$ cat config.mk
export PLATFORM = sky130hd
export DESIGN_NAME = sdh_glue_regs
export DESIGN_NICKNAME = d
export VERILOG_FILES = /design/src/rtl/sdh_glue_pkg.sv /design/src/rtl/sdh_addr_decode.sv /design/src/rtl/sdh_slot_shadow.sv /design/src/rtl/sdh_irq_gather.sv /design/src/rtl/sdh_glue_regs.sv
export SDC_FILE = /design/constraint.sdc
export NUM_CORES = 2
export LEC_CHECK = 0
export ABC_AREA = 1
export BUFFER_PORTS_ARGS = -buffer_cell sky130_fd_sc_hd__buf_2
export CAP_MARGIN = 20
export CORE_MARGIN = 8
export CORE_UTILIZATION = 35
export DETAILED_ROUTE_END_ITERATION = 16
export PLACE_DENSITY_LB_ADDON = 0.25
export RECOVER_POWER = 50
export SETUP_SLACK_MARGIN = 0.2
export SLEW_MARGIN = 0
export SYNTH_ARGS = -nofsm -noshare
export SYNTH_HDL_FRONTEND = slang
export SYNTH_SLANG_ARGS = --single-unit
$ cat constraint.sdc
create_clock -name clk -period 4.8 [get_ports clk]
set_clock_uncertainty 0.1 [all_clocks]
set_input_delay 0.48 -clock clk [delete_from_list [all_inputs] [get_ports clk]]
set_output_delay 0.48 -clock clk [all_outputs]
set_load 0.02 [all_outputs]
$ cat src/rtl/sdh_glue_pkg.sv
package sdh_glue_pkg;

  typedef enum logic [2:0] {
    TGT_NONE,
    TGT_GLOBAL,
    TGT_INFO,
    TGT_IRQ,
    TGT_CAPLO,
    TGT_CAPHI,
    TGT_MAXCUR,
    TGT_SLOT
  } tgt_e;

  typedef struct packed {
    tgt_e       tgt;
    logic [5:0] word;
    logic [3:0] slot;
  } dec_t;

  // byte-lane merge of a partial write into a stored word
  function automatic logic [31:0] merge_bytes(input logic [31:0] old_v,
                                              input logic [31:0] new_v,
                                              input logic [3:0]  strb);
    logic [31:0] r;
    for (int k = 0; k < 4; k++)
      r[8*k +: 8] = strb[k] ? new_v[8*k +: 8] : old_v[8*k +: 8];
    return r;
  endfunction

  // information word: bit 0 is a request only and never stored
  function automatic logic [31:0] info_write(input logic [31:0] old_v,
                                             input logic [31:0] new_v,
                                             input logic [3:0]  strb);
    return merge_bytes(old_v, new_v, strb) & ~32'h1;
  endfunction

  function automatic logic [31:0] info_reset(input int nslots);
    return 32'h0001_0000 | ((nslots == 2) ? 32'h0002_0000 : 32'h0);
  endfunction

endpackage

$ cat src/rtl/sdh_addr_decode.sv
module sdh_addr_decode
  import sdh_glue_pkg::*;
#(
  parameter int NUM_SLOTS = 2,
  parameter int ADDR_W    = 12
) (
  input  logic [ADDR_W-1:0] addr,
  output dec_t              dec
);
  localparam int WIN_W = ADDR_W - 8;

  logic [WIN_W-1:0] win;
  assign win = addr[ADDR_W-1:8];

  always_comb begin
    dec.tgt  = TGT_NONE;
    dec.word = addr[7:2];
    dec.slot = '0;
    if (win == '0) begin
      if (addr[7:2] == 6'h00)      dec.tgt = TGT_INFO;
      else if (addr[7:2] == 6'h3F) dec.tgt = TGT_IRQ;
      else                         dec.tgt = TGT_GLOBAL;
      for (int s = 0; s < NUM_SLOTS; s++) begin
        if (int'(addr[7:4]) == s + 1) begin
          dec.slot = 4'(s);
          case (addr[3:2])
            2'd0:    dec.tgt = TGT_CAPLO;
            2'd1:    dec.tgt = TGT_CAPHI;
            2'd2:    dec.tgt = TGT_MAXCUR;
            default: ;
          endcase
        end
      end
    end else if (int'(win) <= NUM_SLOTS) begin
      dec.tgt  = TGT_SLOT;
      dec.slot = 4'(int'(win) - 1);
    end
  end
endmodule

$ cat src/rtl/sdh_slot_shadow.sv
module sdh_slot_shadow
  import sdh_glue_pkg::*;
#(
  parameter logic [63:0] CAP_RESET    = 64'h0000_0007_19F8_0080,
  parameter logic [31:0] MAXCUR_RESET = 32'h0
) (
  input  logic        clk,
  input  logic        rst_n,
  input  logic        wr_lo,
  input  logic        wr_hi,
  input  logic        wr_mc,
  input  logic [31:0] wdata,
  input  logic [3:0]  strb,
  output logic [63:0] cap,
  output logic [31:0] maxcur
);
  logic [63:0] cap_q;
  logic [31:0] mc_q;

  always_ff @(posedge clk or negedge rst_n) begin
    if (!rst_n) begin
      cap_q <= CAP_RESET;
      mc_q  <= MAXCUR_RESET;
    end else begin
      if (wr_lo) cap_q[31:0]  <= merge_bytes(cap_q[31:0], wdata, strb);
      if (wr_hi) cap_q[63:32] <= merge_bytes(cap_q[63:32], wdata, strb);
      if (wr_mc) mc_q         <= merge_bytes(mc_q, wdata, strb);
    end
  end

  assign cap    = cap_q;
  assign maxcur = mc_q;


  cap_hi_keep_chk: assert property (@(posedge clk) disable iff (!rst_n)
    (wr_lo && !wr_hi) |=> $stable(cap_q[63:32]));

  cap_lo_keep_chk: assert property (@(posedge clk) disable iff (!rst_n)
    (wr_hi && !wr_lo) |=> $stable(cap_q[31:0]));
endmodule

$ cat src/rtl/sdh_irq_gather.sv
module sdh_irq_gather
  import sdh_glue_pkg::*;
#(
  parameter int NUM_SLOTS = 2
) (
  input  logic                 clk,
  input  logic                 rst_n,
  input  logic [NUM_SLOTS-1:0] slot_irq,
  input  logic                 sw_we,
  input  logic [31:0]          sw_wdata,
  input  logic [3:0]           sw_strb,
  output logic [31:0]          stat,
  output logic                 irq_out
);
  logic [31:0]          stat_q, stat_d;
  logic [NUM_SLOTS-1:0] prev_q;
  logic [NUM_SLOTS-1:0] rise_ev, fall_ev;

  assign rise_ev = slot_irq & ~prev_q;
  assign fall_ev = ~slot_irq & prev_q;

  always_comb begin
    stat_d = sw_we ? merge_bytes(stat_q, sw_wdata, sw_strb) : stat_q;
    for (int s = 0; s < NUM_SLOTS; s++) begin
      if (rise_ev[s]) stat_d[s] = 1'b1;
      if (fall_ev[s]) stat_d[s] = 1'b0;
    end
  end

  always_ff @(posedge clk or negedge rst_n) begin
    if (!rst_n) begin
      stat_q <= '0;
      prev_q <= '0;
    end else begin
      stat_q <= stat_d;
      prev_q <= slot_irq;
    end
  end

  assign stat    = stat_q;
  assign irq_out = |stat_q[NUM_SLOTS-1:0];

  for (genvar s = 0; s < NUM_SLOTS; s++) begin : g_chk

    irq_set_chk: assert property (@(posedge clk) disable iff (!rst_n)
      rise_ev[s] |=> stat_q[s]);

    irq_clr_chk: assert property (@(posedge clk) disable iff (!rst_n)
      fall_ev[s] |=> !stat_q[s]);

    irq_out_chk: assert property (@(posedge clk) disable iff (!rst_n)
      rise_ev[s] |=> irq_out);
  end
endmodule

$ cat src/rtl/sdh_glue_regs.sv
module sdh_glue_regs
  import sdh_glue_pkg::*;
#(
  parameter int          NUM_SLOTS      = 2,
  parameter int          ADDR_W         = 12,
  parameter logic [63:0] CAP_RESET      = 64'h0000_0007_19F8_0080,
  parameter logic [31:0] MAXCUR_RESET   = 32'h0,
  parameter logic [31:0] DEBOUNCE_RESET = 32'h0000_0005
) (
  input  logic                    clk,
  input  logic                    rst_n,
  input  logic                    bus_valid,
  input  logic                    bus_write,
  input  logic [ADDR_W-1:0]       bus_addr,
  input  logic [31:0]             bus_wdata,
  input  logic [3:0]              bus_strb,
  output logic                    bus_rvalid,
  output logic [31:0]             bus_rdata,
  output logic                    soft_rst_req,
  output logic [NUM_SLOTS-1:0]    slot_sel,
  output logic                    slot_write,
  output logic [7:0]              slot_addr,
  output logic [31:0]             slot_wdata,
  output logic [3:0]              slot_strb,
  input  logic [32*NUM_SLOTS-1:0] slot_rdata,
  input  logic [NUM_SLOTS-1:0]    slot_irq,
  output logic [64*NUM_SLOTS-1:0] slot_cap,
  output logic [32*NUM_SLOTS-1:0] slot_maxcur,
  output logic                    irq_out
);
  localparam int GWORDS = 64;

  dec_t        dec;
  logic        wr_acc, rd_acc;
  logic        glob_we, info_we, irq_we;
  logic [NUM_SLOTS-1:0] shadow_we;
  logic [31:0] g_q [GWORDS];
  logic [31:0] irq_stat;
  logic [31:0] rd_val, rdata_q;
  logic        rvalid_q, rslot_q, soft_rst_q;
  logic [3:0]  rslot_idx_q;

  sdh_addr_decode #(.NUM_SLOTS(NUM_SLOTS), .ADDR_W(ADDR_W)) u_dec (
    .addr(bus_addr), .dec(dec)
  );

  assign wr_acc  = bus_valid && bus_write;
  assign rd_acc  = bus_valid && !bus_write;
  assign glob_we = wr_acc && (dec.tgt == TGT_GLOBAL);
  assign info_we = wr_acc && (dec.tgt == TGT_INFO);
  assign irq_we  = wr_acc && (dec.tgt == TGT_IRQ);

  // per-slot shadows and forwarding
  for (genvar s = 0; s < NUM_SLOTS; s++) begin : g_slot
    logic hit;
    logic wlo, whi, wmc;
    assign hit = (dec.slot == 4'(s));
    assign wlo = wr_acc && hit && (dec.tgt == TGT_CAPLO);
    assign whi = wr_acc && hit && (dec.tgt == TGT_CAPHI);
    assign wmc = wr_acc && hit && (dec.tgt == TGT_MAXCUR);
    assign shadow_we[s] = wlo || whi || wmc;
    assign slot_sel[s]  = bus_valid && hit && (dec.tgt == TGT_SLOT);

    sdh_slot_shadow #(.CAP_RESET(CAP_RESET), .MAXCUR_RESET(MAXCUR_RESET)) u_shadow (
      .clk(clk), .rst_n(rst_n),
      .wr_lo(wlo), .wr_hi(whi), .wr_mc(wmc),
      .wdata(bus_wdata), .strb(bus_strb),
      .cap(slot_cap[64*s +: 64]),
      .maxcur(slot_maxcur[32*s +: 32])
    );
  end

  assign slot_write = bus_write;
  assign slot_addr  = bus_addr[7:0];
  assign slot_wdata = bus_wdata;
  assign slot_strb  = bus_strb;

  sdh_irq_gather #(.NUM_SLOTS(NUM_SLOTS)) u_irq (
    .clk(clk), .rst_n(rst_n), .slot_irq(slot_irq),
    .sw_we(irq_we), .sw_wdata(bus_wdata), .sw_strb(bus_strb),
    .stat(irq_stat), .irq_out(irq_out)
  );

  // global storage words
  always_ff @(posedge clk or negedge rst_n) begin
    if (!rst_n) begin
      for (int i = 0; i < GWORDS; i++) g_q[i] <= '0;
      g_q[0] <= info_reset(NUM_SLOTS);
      g_q[1] <= DEBOUNCE_RESET;
      soft_rst_q <= 1'b0;
    end else begin
      if (glob_we) g_q[dec.word] <= merge_bytes(g_q[dec.word], bus_wdata, bus_strb);
      if (info_we) g_q[0] <= info_write(g_q[0], bus_wdata, bus_strb);
      soft_rst_q <= info_we && bus_strb[0] && bus_wdata[0];
    end
  end

  assign soft_rst_req = soft_rst_q;

  // read selection
  always_comb begin
    rd_val = '0;
    case (dec.tgt)
      TGT_GLOBAL, TGT_INFO: rd_val = g_q[dec.word];
      TGT_IRQ:    rd_val = irq_stat;
      TGT_CAPLO:  rd_val = slot_cap[64*int'(dec.slot) +: 32];
      TGT_CAPHI:  rd_val = slot_cap[64*int'(dec.slot) + 32 +: 32];
      TGT_MAXCUR: rd_val = slot_maxcur[32*int'(dec.slot) +: 32];
      default:    rd_val = '0;
    endcase
  end

  always_ff @(posedge clk or negedge rst_n) begin
    if (!rst_n) begin
      rvalid_q    <= 1'b0;
      rdata_q     <= '0;
      rslot_q     <= 1'b0;
      rslot_idx_q <= '0;
    end else begin
      rvalid_q    <= rd_acc;
      rdata_q     <= rd_acc ? rd_val : '0;
      rslot_q     <= rd_acc && (dec.tgt == TGT_SLOT);
      rslot_idx_q <= dec.slot;
    end
  end

  assign bus_rvalid = rvalid_q;
  assign bus_rdata  = rslot_q ? slot_rdata[32*int'(rslot_idx_q) +: 32] : rdata_q;


  rvalid_chk: assert property (@(posedge clk) disable iff (!rst_n)
    rd_acc |=> bus_rvalid);

  rvalid_idle_chk: assert property (@(posedge clk) disable iff (!rst_n)
    !rd_acc |=> !bus_rvalid);

  slot_sel_onehot_chk: assert property (@(posedge clk) disable iff (!rst_n)
    $onehot0(slot_sel));

  slot_no_global_chk: assert property (@(posedge clk) disable iff (!rst_n)
    (|slot_sel) |-> (!glob_we && !info_we && !irq_we && (shadow_we == '0)));

  range_ignore_chk: assert property (@(posedge clk) disable iff (!rst_n)
    (bus_valid && dec.tgt == TGT_NONE) |-> (slot_sel == '0 && !glob_we && !info_we
                                            && !irq_we && shadow_we == '0));

  range_zero_chk: assert property (@(posedge clk) disable iff (!rst_n)
    (rd_acc && dec.tgt == TGT_NONE) |=> (bus_rdata == '0));
endmodule

## Yosys cells after proc, flatten, opt, wreduce, memory -nomap -nowiden

Index checks and enable logic that the tools add are counted.

- Output and inout bits: 274
- Logic and storage cells: 238
- Input port bits: 118
- Register bits after elaboration: 2313

- Bitwise operators: 5
- Order comparisons: 3
- Add/subtract/negate cells: 2
- Multiplexer cells: 36
- Shift-type cells: 4
- Reduce and logical (&&, ||, !) cells: 67
- Eq/ne operators: 17

Operators with widths:

| cell | number |
|---|---|
| 2048-bit bitwise mux | 1 |
| 2048-bit two-way mux | 1 |
| 32-bit binary-select mux with 6-bit select | 1 |
| 32-bit demux with 6-bit select | 1 |
| 32-bit two-way mux | 6 |
| 32-bit case mux with 5 select lines | 1 |
| 128-bit by 11-bit indexed part select with 32-bit output | 1 |
| 128-bit by 12-bit indexed part select with 32-bit output | 1 |
| 64-bit by 10-bit indexed part select with 32-bit output | 2 |
| 2-bit AND reduction | 34 |
| 8-bit two-way mux | 8 |
| 1-bit logical AND | 21 |
| 3-bit case mux with 3 select lines | 2 |
| 3-bit two-way mux | 5 |
| 3-bit equality test (second input constant) | 4 |
| 3-bit nonzero test | 4 |
| 10-bit by 6-bit adder with 11-bit output (second input constant) | 1 |
| 4-bit logical NOT | 2 |
| 4-bit two-way mux | 2 |
| 2-bit inequality test (second input constant) | 4 |
| 7-bit greater-or-equal comparator (second input constant) | 1 |
| 7-bit by 1-bit less-than comparator with 1-bit output (second input constant) | 1 |
| 6-bit inverter with 7-bit output | 1 |
| 3-bit by 2-bit equality test with 1-bit output (second input constant) | 2 |
| other kinds (18) | 27 |

## Depth between registers and ports, before layout

- Word-level depth: 13
- Depth in mapped cells: 21

## By module

A second synthesis with hierarchy kept.

- Cells, all modules: 14132
- Area, all modules: 111399.3 sq um

Modules (own cells, without submodules):

| module | cells each | times used | area each (sq um) | sequential area each (sq um) |
|---|---|---|---|---|
| sdh_glue_regs | 13092 | 1 | 101768.9 | 52205.1 |
| sdh_slot_shadow | 420 | 2 | 3945.0 | 2417.3 |
| sdh_irq_gather | 155 | 1 | 1461.4 | 850.8 |
| sdh_addr_decode | 45 | 1 | 279.0 | 0.0 |

## Least setup slack after synthesis

OpenSTA, ideal clock, no wires.

- Path kind: input-to-reg
- Start: in bus_addr[8]
- End: reg g_slot[1].u_shadow.cap_q[10]
- Library setup time: 0.131 ns
- Stages: 13
- Arrival time: 2.475 ns
- Path slack: 2.095 ns
- Buffers on the path: 1
- Path through: inv_1 ha_1 nand2_1 inv_1 nor2_1 nand2_1 o21ai_2 o211ai_1 nor2_1 nand2_1 nor2_1 clkbuf_1 o21ai_0

- Word-level cells in the longest chain between the ends: 7
- Elaborated cells on any way between the ends: 12
- Those cells by class: add/sub: 1; order compare: 1; eq/ne: 2; mux: 4; reduce/logical: 4

Ends and longest elaborated chain:

| element | RTL line | text |
|---|---|---|
| start, declared | sdh_glue_regs.sv:14 | `input logic [ADDR_W-1:0] bus_addr,` |
| 4-bit by 1-bit subtractor with 4-bit output or 4-bit by 2-bit <= comparator with 1-bit output (tied branches) | sdh_addr_decode.sv:36, sdh_addr_decode.sv:34 |  |
| 4-bit two-way mux | sdh_addr_decode.sv:34 | `end else if (int'(win) <= NUM_SLOTS) begin` |
| 4-bit two-way mux | sdh_addr_decode.sv:19 | `if (win == '0) begin` |
| 4-bit by 1-bit equality test with 1-bit output | sdh_glue_regs.sv:57 | `assign hit = (dec.slot == 4'(s));` |
| 1-bit logical AND | sdh_glue_regs.sv:58 | `assign wlo = wr_acc && hit && (dec.tgt == TGT_CAPLO);` |
| 1-bit logical AND * | sdh_glue_regs.sv:58 |  |
| 2-bit AND reduction (no line) * | -- |  |
| end signal, assigned | sdh_slot_shadow.sv:25 | `if (wr_lo) cap_q[31:0] <= merge_bytes(cap_q[31:0], wdata, strb);` |
| end, declared | sdh_slot_shadow.sv:17 | `logic [63:0] cap_q;` |

Every way passes the cells marked *; elsewhere a longest branch is shown, timed or not.
A chain may end at the register's enable or synchronous reset.

==> summary.txt <==
Synth
  – Compound-Gate Fraction of Synth Area: 15.1%
  – Yosys warnings: 0
  – Avg Cell Area, Syn: 7.70 um^2
  – Post-synth top area share: 53.5%
  – Post-synthesis cell count: 13878
  – Predominant post-synthesis flop cell: dfrtp_1
  – Count leader, synth: nand2_1
  – Main combinational cell family by area after synthesis: simple AND/OR/NAND/NOR gates
  – Mux cell area share after synthesis: 0%
  – Synth Area in XOR/XNOR: 0%
  – Post-Synth Simple-Gate Area: 23.5%
  – Post-Synthesis Net Count: 13999
  – EDFF count, synth: 0
  – Synth Area in Adders: 0.0351%
  – Biggest area consumer among synthesized cells: dfrtp_1
  – Top post-synthesis cells by area: dfrtp_1 (53%), nand2_1 (22%), o21ai_0 (9.1%)
  – Ys async rst share: 100%
  – Top cells by count, synth: nand2_1 (6305), dfrtp_1 (2284), o21ai_0 (1941)
  – Netlist cell types: 32
  – Sequential share of the synthesized area: 54.2%
  – Mapped Area: 107000 um^2
  – Yosys reg bits: 2312

Clock tree
  – CTS sink count: 2312
  – Clk pin slew, worst setup/hold paths: 0.06 ns
  – Htree depth: 4
  – PostCTS Resize Cnt: 0
  – TritonCTS clock tree: yes
  – CTS root buf: clkbuf_16
  – Longest Clk Path Bufs: 4
  – Number of buffers created by CTS: 242
  – Clock Latency Late Sink: 0.92 ns
  – Setup Fix Bufs, Post-CTS: 0

Place
  – Port bufs: 387
  – Routability cong.: 0.851
  – Placed Instance Area: 112000 um^2
  – Placed insts: 17282
  – Hpwl dp: 222 mm

Drt
  – Post-route ant nets: 0
  – Vias per cell: 5.06
  – Routed len/inst: 20.4 um
  – Drt drc: 0
  – Initial DRC count: 8298
  – Via count: 89902
  – Detailed Route WL: 363 mm
  – Detailed Routing Iterations Pass 1: 8

Global routing
  – Largest net degree at the start of global routing: 153
  – GR Layer Usage met2: 34.9%
  – Initial antenna violation count: 5
  – Layer with the highest usage: met2
  – Global Route met1 Usage: 31.0%
  – Vias in the first global route: 86017
  – Total GRT Usage: 21.9%
  – First-pass GRT wire length: 558 mm
  – Grt met3 use: 3.31%
  – Total gr overflow: 0

Setup path
  – CP most frequent cell: nor2_1
  – CP Class: in2out
  – CP delay by family, top: buffers and inverters
  – CP endpoint: slot_sel[1]
  – CP endpoint kind: primary output
  – Stages on worst setup path: 13
  – Max stage delay on crit path: 0.61 ns
  – Arrival @ worst endpoint: 3.61 ns
  – R2r setup slk: 1.48 ns
  – Crit-path cells: dlygate4sd3_1 > buf_2 > nor2_1 > dlygate4sd3_1 > o21ai_0 > nor2_1 > nand2_1 > dlygate4sd3_1 > inv_1 > nor2_1 > o211ai_1 > nor2_1 > buf_2
  – CP max-delay cell: dlygate4sd3_1
  – CP max FO: 4
  – CP Launch Type: primary input
  – R2R depth: 11
  – CP Launch Point: bus_addr[10]
  – WP data required: 4.22 ns
  – Reg2reg end: g_q[445]$_DFFE_PN0P_
  – Buf/Inv on CP: 6
  – Worst r2r src: g_q[1437]$_DFFE_PN0P_

Timing
  – Worst-Margin Slew: 2.94 ns
  – Max-slew violation count: 97
  – Final hold violations: 0
  – RSZ-0062 raised after global routing: no
  – Tcrit/Tclk final: 87.2%
  – Slew HR: -97.0%
  – Worst hold slack: 0.162 ns
  – Final setup fails: 0
  – Setup_tns: 0 ns
  – Crit path time final: 4.19 ns
  – Top achievable clock speed: 0.239 GHz

Status
  – Status: complete, but fails checks
  – Failing checks: capacitance limit, slew limit

Die
  – Top Ports: 392
  – Die area: 323000 um^2
  – Die width: 569 um
  – Core Box Area: 305000 um^2
  – Initial Util: 35.1%
  – # rows: 203
  – Die span in y: 569 um

Power and ir drop
  – Worst ir drop on vdd: 0.000297 V
  – Sw Pwr: 10100 uW
  – Leak pwr: 0.0570 uW
  – Power density over the cells: 344 nW/um^2
  – Logic pwr share: 5.9%
  – Sequential fraction of design power: 47.5%
  – Internal power: 31200 uW
  – Switching share of power: 24.5%
  – Clock power frac: 46.5%

Final layout
  – Final instance area: 120000 um^2
  – Post-route insts no fill: 17765
  – Area grow syn2layout: 12.7%
  – Share of cells above drive strength 1: 9.00%
  – NumNets Final: 13695

Flow run
  – MaxCap Viol Count: 3

Min path
  – HP Class: in2reg
[sequential cells by signal (all words and copies together) (netlist names)]
register and flops:
bus_rvalid 1, g_q 2048, g_slot.u_shadow.cap 128, g_slot.u_shadow.maxcur 64, rdata_q 32, rslot_idx_q 3
rslot_q 1, soft_rst_req 1, u_irq.prev_q 2, u_irq.stat 32
[power by group through the flow]
stage | clock network, uW | registers (uW) | logic (uW)
after floorplan | 0 | 20000 | 1130
after global placement | 0 | 20000 | 2450
after detailed placement | 0 | 20000 | 2450
after CTS | 19600 | 19700 | 2490
after global routing | 20300 | 19700 | 2650
final | 19300 | 19700 | 2450
[final cells by class]
class                           instances  area, um^2
Antenna cell                            2        5.00
Clock buffer                          360        7180
Clock inverter                         76         856
Fill cell                           31508      184000
Inverter                              443        1690
Multi-Input combinational cell       9811       41700
Sequential cell                      2312       57900
Tap cell                             3997        5000
Timing Repair Buffer                  764        6040
[how the worst min path moves through the flow]
stage                                from                     to  slack (ns)  depth (start not counted)
floorplan                           rst_n   bus_rvalid$_DFF_PN0_        0.08                          0
CTS                           bus_strb[0]  g_q[2019]$_DFFE_PN0P_       0.003                          3
finish                        bus_addr[4]   g_q[517]$_DFFE_PN0P_        0.16                          4
detailed placement  g_q[1696]$_DFFE_PN0P_  g_q[1696]$_DFFE_PN0P_        0.27                          0
global route                  bus_addr[4]   g_q[516]$_DFFE_PN0P_        0.18                          4
global placement    g_q[1774]$_DFFE_PN0P_  g_q[1774]$_DFFE_PN0P_        0.26                          0
[cell families after synthesis]
logic type / Yosys count
buffers and inverters: 1755
adder cells (fa/ha/maj): 3
AND/OR/NAND/NOR: 6601
flip-flops: 2312
AO/OA/AOI/OAI: 3207
[stage by stage]
stage / setup slack (ns) / power (uW) / utilization (%)
floorplan: 2.09 / 21200 / -
global placement: 0.559 / 22500 / 36.8
finish: 0.613 / 41400 / 39.5
global route: 0.302 / 42700 / 39.5
detailed placement: 0.535 / 22500 / 36.8
CTS: 0.627 / 41800 / 39.6
[per-layer routing]
metal / wire, um / part of all wire [%]
met1: 166000 / 46
met5: 17 / 0.0047
met2: 162000 / 45
met4: 10600 / 2.9
met3: 24200 / 6.7
[cells in the final DEF (no fill, tap or decap), types with 3 or more instances in the layout]
cell type	n
nand2_2	57
clkbuf_2	6
dlygate4sd3_1	45
nor2_4	4
clkinvlp_4	8
clkbuf_4	6
dfstp_2	28
o211ai_1	33
o21ai_0	1941
clkbuf_1	77
bufinv_16	16
nand3_1	122
inv_2	20
o21ai_4	25
clkbuf_16	244
buf_12	97
nor3_1	3
inv_1	419
nand2_1	6255
inv_8	4
nor3_2	11
nor2_1	127
o21ai_1	502
nand4_1	4
buf_8	3
buf_4	207
clkinv_2	46
and2_1	7
ha_1	3
clkbuf_8	64
a21oi_1	702
dfrtp_1	2283
buf_2	375
nor2_2	6
[worst reg2reg max path, cell delays in order, from the launching register on]
cell and delay (ns):
dfrtp_1 0.38, nand2_1 0.07, nand2_1 0.06, nand2_1 0.05, a21oi_1 0.07, o21ai_0 0.60
nand2_1 0.18, nor2_1 0.44, nand2_1 0.30, o21ai_4 0.53, buf_12 0.27, o21ai_0 0.11
[what timing repair did]
item | CTS | global route
endpoints found under the setup margin | 0 | 0
hold endpoints to repair | 580 | 0
hold buffers | 45 | 0
(Power assumes the default switching activity.)
